<file path="config.mk">
export PLATFORM = sky130hd
export DESIGN_NAME = dcp_pkt_fifo
export DESIGN_NICKNAME = d
export VERILOG_FILES = /design/src/rtl/dcp_pkg.sv /design/src/rtl/dcp_ptr.sv /design/src/rtl/dcp_store.sv /design/src/rtl/dcp_out.sv /design/src/rtl/dcp_pkt_fifo.sv
export SDC_FILE = /design/constraint.sdc
export NUM_CORES = 1
export LEC_CHECK = 0
export BUFFER_PORTS_ARGS = -buffer_cell sky130_fd_sc_hd__buf_4
export CAP_MARGIN = 15
export CORE_ASPECT_RATIO = 1.5
export CORE_MARGIN = 2
export CORE_UTILIZATION = 45
export DETAILED_ROUTE_END_ITERATION = 10
export PLACE_DENSITY = 0.66
export SLEW_MARGIN = 10
export SYNTH_ARGS = -nofsm -noshare
export SYNTH_HDL_FRONTEND = slang
export SYNTH_SLANG_ARGS = --single-unit
</file>
<file path="constraint.sdc">
create_clock -name clk -period 5.3 [get_ports clk]
set_clock_uncertainty 0.05 [all_clocks]
set_input_delay 0.265 -clock clk [delete_from_list [all_inputs] [get_ports clk]]
set_output_delay 0.265 -clock clk [all_outputs]
set_load 0.03 [all_outputs]
</file>
<file path="src/rtl/dcp_pkg.sv">
package dcp_pkg;

    typedef struct packed {
        logic sop;
        logic eop;
    } frame_t;

    localparam frame_t FRAME_NONE = '{sop: 1'b0, eop: 1'b0};

    // Framing bits only mean something on a qualified cycle.
    function automatic frame_t frame_gate(input logic qual, input frame_t f);
        frame_t r;
        r.sop = qual & f.sop;
        r.eop = qual & f.eop;
        return r;
    endfunction

    function automatic frame_t frame_make(input logic s, input logic e);
        frame_t r;
        r.sop = s;
        r.eop = e;
        return r;
    endfunction

endpackage

</file>
<file path="src/rtl/dcp_ptr.sv">
module dcp_ptr #(
    parameter int AW = 3
) (
    input  logic        clk,
    input  logic        rst,
    input  logic        inc,
    output logic [AW:0] ptr
);
    always_ff @(posedge clk) begin
        if (rst) begin
            ptr <= '0;
        end else if (inc) begin
            ptr <= ptr + 1'b1;
        end
    end
endmodule

</file>
<file path="src/rtl/dcp_store.sv">
module dcp_store
    import dcp_pkg::*;
#(
    parameter int DW = 32,
    parameter int AW = 3
) (
    input  logic          clk,
    input  logic          we,
    input  logic [AW-1:0] waddr,
    input  frame_t        wframe,
    input  logic [DW-1:0] wdata,
    input  logic [AW-1:0] raddr,
    output frame_t        rframe,
    output logic [DW-1:0] rdata
);
    localparam int N = 1 << AW;

    logic [DW-1:0] mem_data [N];
    frame_t        mem_frm  [N];

    always_ff @(posedge clk) begin
        if (we) begin
            mem_data[waddr] <= wdata;
            mem_frm[waddr]  <= wframe;
        end
    end

    assign rdata  = mem_data[raddr];
    assign rframe = mem_frm[raddr];
endmodule

</file>
<file path="src/rtl/dcp_out.sv">
module dcp_out
    import dcp_pkg::*;
#(
    parameter int DW = 32
) (
    input  logic          clk,
    input  logic          rst,
    input  logic          load,
    input  frame_t        frame_in,
    input  logic [DW-1:0] data_in,
    output logic          valid,
    output logic          sop,
    output logic          eop,
    output logic [DW-1:0] data
);
    frame_t hold_frm;
    frame_t shown;

    // valid is the read strobe delayed by one clock; framing is gated by it.
    always_ff @(posedge clk) begin
        if (rst) begin
            valid    <= 1'b0;
            hold_frm <= FRAME_NONE;
            data     <= '0;
        end else begin
            valid <= load;
            if (load) begin
                hold_frm <= frame_in;
                data     <= data_in;
            end
        end
    end

    assign shown = frame_gate(valid, hold_frm);
    assign sop   = shown.sop;
    assign eop   = shown.eop;
endmodule

</file>
<file path="src/rtl/dcp_pkt_fifo.sv">
module dcp_pkt_fifo
    import dcp_pkg::*;
#(
    parameter int DATA_W = 32,
    parameter int DEPTH  = 16
) (
    input  logic              clk,
    input  logic              rst,
    input  logic              in_valid,
    input  logic              in_sop,
    input  logic              in_eop,
    input  logic [DATA_W-1:0] in_data,
    output logic              in_ready,
    output logic              out_dav,
    input  logic              out_rd,
    output logic              out_valid,
    output logic              out_sop,
    output logic              out_eop,
    output logic [DATA_W-1:0] out_data
);
    localparam int          AW      = (DEPTH > 1) ? $clog2(DEPTH) : 1;
    localparam int          PW      = AW + 1;
    localparam logic [AW:0] DEPTH_V = PW'(DEPTH);

    logic [AW:0]       wr_ptr;
    logic [AW:0]       rd_ptr;
    logic [AW:0]       level;
    logic              full;
    logic              empty;
    logic              wr_fire;
    logic              rd_fire;
    frame_t            wr_frm;
    frame_t            rd_frm;
    logic [DATA_W-1:0] rd_data;

    assign full    = (wr_ptr[AW] != rd_ptr[AW]) && (wr_ptr[AW-1:0] == rd_ptr[AW-1:0]);
    assign empty   = (wr_ptr == rd_ptr);
    assign level   = wr_ptr - rd_ptr;
    assign in_ready = ~full;
    assign out_dav  = ~empty;
    assign wr_fire  = in_valid & ~full;
    assign rd_fire  = out_rd & ~empty;
    assign wr_frm   = frame_gate(in_valid, frame_make(in_sop, in_eop));

    dcp_ptr #(.AW(AW)) i_wptr (
        .clk (clk),
        .rst (rst),
        .inc (wr_fire),
        .ptr (wr_ptr)
    );

    dcp_ptr #(.AW(AW)) i_rptr (
        .clk (clk),
        .rst (rst),
        .inc (rd_fire),
        .ptr (rd_ptr)
    );

    dcp_store #(.DW(DATA_W), .AW(AW)) i_store (
        .clk    (clk),
        .we     (wr_fire),
        .waddr  (wr_ptr[AW-1:0]),
        .wframe (wr_frm),
        .wdata  (in_data),
        .raddr  (rd_ptr[AW-1:0]),
        .rframe (rd_frm),
        .rdata  (rd_data)
    );

    dcp_out #(.DW(DATA_W)) i_out (
        .clk      (clk),
        .rst      (rst),
        .load     (rd_fire),
        .frame_in (rd_frm),
        .data_in  (rd_data),
        .valid    (out_valid),
        .sop      (out_sop),
        .eop      (out_eop),
        .data     (out_data)
    );

    AST_NO_OVERFLOW: assert property (@(posedge clk) disable iff (rst)
        (in_valid && !in_ready) |=> (wr_ptr == $past(wr_ptr)));

    AST_LEVEL_BOUND: assert property (@(posedge clk) disable iff (rst)
        level <= DEPTH_V);

    AST_NO_UNDERFLOW: assert property (@(posedge clk) disable iff (rst)
        (out_rd && !out_dav) |=> !out_valid);

    AST_RD_LATENCY: assert property (@(posedge clk) disable iff (rst)
        (out_rd && out_dav) |=> out_valid);

    AST_MARK_QUAL: assert property (@(posedge clk) disable iff (rst)
        !out_valid |-> (!out_sop && !out_eop));

    AST_DAV_RISE: assert property (@(posedge clk) disable iff (rst)
        (!out_dav && in_valid && in_ready) |=> out_dav);

    AST_READY_IDLE: assert property (@(posedge clk) disable iff (rst)
        (!out_dav) |-> in_ready);
endmodule

</file>
**Yosys cells after proc, flatten, opt, wreduce, memory -nomap -nowiden**

Memories as Yosys holds them, arrays and structs flattened. A register that Yosys moved wholly into a read port is not among the register bits.
Cells that the tools add are included.

- Register bits: 11
- Memory bits (writable): 544
- Input bits: 38
- Output and inout bits: 37
- Logic and storage cells: 21
- Memories kept: 2

- $add $sub $neg: 2
- Equality and inequality tests: 3
- Muxes and demuxes: 2
- Bitwise logic cells: 8
- Reductions and logical operators: 1

Memories:

| name | words | bits a word | rd ports | clocked after Yosys merged registers in | write ports | line | source |
|---|---|---|---|---|---|---|---|
| i_store.mem_data | 16 | 32 | 1 | 1 | 1 | dcp_store.sv:18 | `logic [DW-1:0] mem_data [N];` |
| i_store.mem_frm | 16 | 2 | 1 | 1 | 1 | dcp_store.sv:19 | `frame_t mem_frm [N];` |

Operators with widths:

| operator | count |
|---|---|
| adder 5 x 1 -> 5 bit (second input constant) | 2 |
| AND 1 bit | 6 |
| equality test 5 bit | 1 |
| equality test 4 bit | 1 |
| 2-to-1 mux 1 bit | 2 |
| inverter 1 bit | 2 |
| logical AND 1 bit | 1 |
| != test 1 bit | 1 |

**Depth between registers and ports, before layout**

- Depth in word-level cells: 6
- Gate-level depth with buffers: 9
- Mapped depth without buffers: 5

**By module**

From an unflattened synthesis, not the netlist that was laid out.

- Cell total of the unflattened synthesis: 1025
- Area total of the unflattened synthesis: 22270.1 sq um

By module, submodules not included:

| module | instances | cells an instance | area an instance (sq um) | sequential area each (sq um) |
|---|---|---|---|---|
| dcp_store | 1 | 854 | 20395.8 | 16335.7 |
| dcp_out | 1 | 114 | 1278.7 | 700.7 |
| dcp_ptr | 2 | 22 | 247.7 | 100.1 |
| dcp_pkt_fifo | 1 | 13 | 100.1 | 0.0 |

**Least setup slack after synthesis**

No wires, ideal clock.

- Kind: register -> register
- Start: register i_rptr.ptr[0]
- End: memory i_store.mem_data[3][0] (enable)
- Setup time: 0.468 ns
- Arrival time: 3.197 ns
- Data required time: 4.782 ns
- Setup slack: 1.585 ns
- Cell stages (with the launch flop): 6
- Path buffers: 1
- Period minus slack after synthesis: 3.715 ns
- Cells stage by stage: dfxtp_1 -> buf_2 -> xnor2_1 -> nand4_1 -> o211ai_1 -> nor3_1

- Longest elaborated chain between the ends: 6

Ends and longest elaborated chain:

| what | line | source |
|---|---|---|
| start, declared | dcp_ptr.sv:7 | `output logic [AW:0] ptr` |
| start signal, assigned | dcp_ptr.sv:13 | `ptr <= ptr + 1'b1;` |
| equality test 4 bit | dcp_pkt_fifo.sv:36 | `assign full = (wr_ptr[AW] != rd_ptr[AW]) && (wr_ptr[AW-1:0] == rd_ptr[AW-1:0]);` |
| logical AND 1 bit | dcp_pkt_fifo.sv:36 |  |
| inverter 1 bit | dcp_pkt_fifo.sv:41 | `assign wr_fire = in_valid & ~full;` |
| AND 1 bit | dcp_pkt_fifo.sv:41 |  |
| 2-to-1 mux 1 bit | dcp_store.sv:22 | `if (we) begin` |
| 2-to-1 mux 1 bit (implied by the code) | dcp_store.sv:23 | `mem_data[waddr] <= wdata;` |
| end, declared | dcp_store.sv:18 |  |

Every way passes these cells.

**Worst setup path after layout**

- Start: register i_rptr.ptr[2]
- End: memory i_store.mem_data[13][6] (enable)

Same word-level chain as after synthesis.

==> results.py <==
metrics = {
    "status": {
        "status": "completed",
    },
    "critical_path": {
        "worst-setup-path-type": "flop to flop",
        "crit_fanout": 53,
        "end_kind": "flop",
        "critPathTopFamily": "simple AND/OR/NAND/NOR gates",
        "cpMaxStageDelayCell": "and3_2",
        "crit_required_ns": 5.52,
        "path_cells": "xnor2_1, and4_1, a21boi_2, and3_2, buf_4",
        "start_kind": "flop",
        "critical-path-max-stage-delay_ns": 0.84,
        "path_buf_inv": 1,
        "arrival_ns": 3.64,
    },
    "die": {
        "core-area_um2": 49700,
        "die-area_um2": 52100,
        "start_util_pct": 45.5,
        "io_pins": 75,
        "die_x_um": 187,
        "rows": 100,
        "die_h_um": 279,
    },
    "synth": {
        "netlist_area_um2": 22600,
        "ys_types": 37,
        "ys_top_cells_by_count": "544 x edfxtp_1, 102 x mux4_2, 69 x nor3_1, 68 x mux2_2, 67 x a211oi_1",
        "seq_area_frac_synth_pct": 76.2,
        "async_flop_share_pct": 0,
        "synth_top_cell_by_area": "edfxtp_1",
        "synthTopCellsByArea": "edfxtp_1 72%, mux4_2 10%, dfxtp_1 4.0%, mux2_2 3.4%, a211oi_1 2.2%",
        "synth_seq_cells": 589,
        "postSynthCellCount": 1150,
        "synth_edf_count": 544,
        "synth_fp_nets": 1193,
        "synth-main-ff-cell": "edfxtp_1",
        "yosysMostFrequentCell": "edfxtp_1",
        "yosysTopAreaCellShare_pct": 72.2,
        "yosysWarnings": 0,
        "synth_area_per_cell_um2": 19.7,
    },
    "routing": {
        "drtPass1Iterations": 5,
        "wl_per_cell_um": 25.2,
        "wl_um": 49600,
        "vias_per_cell": 5.67,
        "drt_iter0_markers": 1166,
        "vias": 11100,
        "drc": 0,
        "ant_nets": 0,
    },
    "cells_and_area": {
        "fillerInstances": 3870,
        "final_layout_size_suffix_gt1_share_pct": 29.0,
        "nets": 1304,
        "diodes": 0,
        "syn2layout_area_growth_pct": 14.9,
        "post-route-util_pct": 52.3,
        "final_cell_area_um2": 26000,
    },
    "clock_tree": {
        "clkSlewWorstSetupHoldPaths_ns": 0.07,
        "cts_max_level": 2,
        "clock_sinks": 589,
        "numCtsBuffers": 51,
        "cts_tree": "yes",
        "root_buffer": "clkbuf_16",
        "clk_latency_ns": 0.58,
        "ctsLongestPathBuffers": 3,
        "post_cts_buffers": 0,
    },
    "placement": {
        "post_dp_cell_area_um2": 23900,
        "port_buffers": 74,
        "dp_hpwl_um": 26600,
        "routabilityCongestion": 0.720,
    },
    "flow_run": {
        "drv_cap": 0,
    },
    "hold_path": {
        "worstHoldPathType": "input pin to flop",
    },
    "global_route": {
        "grt_max_degree": 158,
        "antenna_found_initial": 0,
        "grt_use_total_pct": 19.2,
        "grt_pass1_wl_um": 74400,
        "grt_pass1_vias": 11700,
        "globalRouteOverflowTotal": 0,
    },
    "sta": {
        "rsz0062_at_grt": "no",
        "max_freq_mhz": 292,
        "relSlewSlack_pct": 27.3,
        "finalSetupTns_ns": 0,
        "period_share_pct": 64.6,
        "setup_viol": 0,
        "period_minus_slack_ns": 3.42,
        "worstMarginPinSlew_ns": 1.09,
        "hold_viol": 0,
        "slew_viol_final": 0,
    },
    "power_and_ir_drop": {
        "power_mw": 10.3,
        "ir_worst_vdd_uv": 228,
        "leakage_nw": 8.16,
        "powerDensity_nw_per_um2": 395,
    },
}
## layout make-up
class	count	area, um^2	share of cell area [%]
Clock inverter	18	256	0.987
Timing Repair Buffer	133	1090	4.20
Sequential cell	589	17200	66.4
Tap cell	663	830	3.19
Multi-Input combinational cell	484	5050	19.4
Clock buffer	78	1510	5.81
Inverter	2	7.51	0.0289
## state kept, by name, indices dropped and copies added (netlist names)
name / flops
i_store.mem_data: 512
i_out.data: 32
i_store.mem_frm: 32
i_rptr.ptr: 5
i_wptr.ptr: 5
i_out.hold_frm: 2
i_out.valid: 1
## worst paths after layout
check / startpoint / end / slack (ns) / cells after the start
max: i_rptr.ptr[2]$_SDFFE_PP0P_ / i_store.mem_data[13][6]$_DFFE_PP_ / 1.88 / 5
min reg2reg: i_out.data[0]$_SDFFE_PP0P_ / i_out.data[0]$_SDFFE_PP0P_ / 0.44 / 2
min: out_rd / i_rptr.ptr[4]$_SDFFE_PP0P_ / 0.13 / 5
max reg2reg: i_rptr.ptr[2]$_SDFFE_PP0P_ / i_store.mem_data[13][6]$_DFFE_PP_ / 1.88 / 5
## worst register-to-register path: cells and delay by family, from the launching register on
family                    cells  cell delay, ns
and+or+nand+nor               2            1.21
DFF                           1            0.81
AOI/OAI and AO/OA             1            0.49
buffers and inverters         1            0.35
xor gates and xnor gates      1            0.20
## repair_timing
item                      CTS  global route
hold endpoints to repair  512             0
hold buffers               32             0
resized for setup           0             0
## cell usage in the layout (no fill, tap or decap), types with 2 or more instances in the layout
cell type      instances
ha_1                   5
dlygate4sd3_1         32
nand3_1                2
nor3_1                68
mux4_2               102
o22ai_1               34
nand4_1                3
dfxtp_1               41
nor2b_1               37
edfxtp_1             544
mux2_2                68
bufinv_16              6
clkbuf_16             52
clkinv_2               8
xor2_1                 2
and2_1                 5
nand2_1                4
inv_1                  2
dfxtp_4                3
clkbuf_1              15
clkbuf_8              11
and3_2                12
a21oi_1                4
xnor2_1                9
nor2b_4                2
nor2_1                44
buf_4                100
a211oi_1              67
## cell families (layout without fill, tap and decap cells)
group,Yosys count,in the layout,synth area share [%]
AO/OA/AOI/OAI,113,113,3.53
XOR/XNOR,11,11,0.426
adder cells (fa/ha/maj),5,5,0.277
buffers and inverters,77,231,1.78
flip-flops,589,589,76.2
multiplexers,172,172,13.6
AND/OR/NAND/NOR,183,183,4.14
## stage by stage
step | std cells | worst slack (ns) | hold WS [ns]
2_1_floorplan | 1150 | 1.59 | 0.314
3_3_place_gp | 1839 | 1.88 | 0.431
3_5_place_dp | 1839 | 1.86 | 0.431
4_1_cts | 1967 | 1.86 | 0.102
5_1_grt | 1967 | 1.66 | 0.145
6_report | 1967 | 1.88 | 0.129
## power breakdown
part	total (mW)	internal [mW]	switching, mW
logic	1.09	0.437	0.654
registers	5.30	5.19	0.108
clock network	3.88	2.26	1.62
total	10.3	7.89	2.38
## per-layer routing
metal,track usage (%),part of all wire (%)
met5,0,0
met4,5.19,2.0
met3,2.72,5.3
met2,33.6,52
met1,25.3,41
Note: power is estimated with default switching activity, not from simulation.
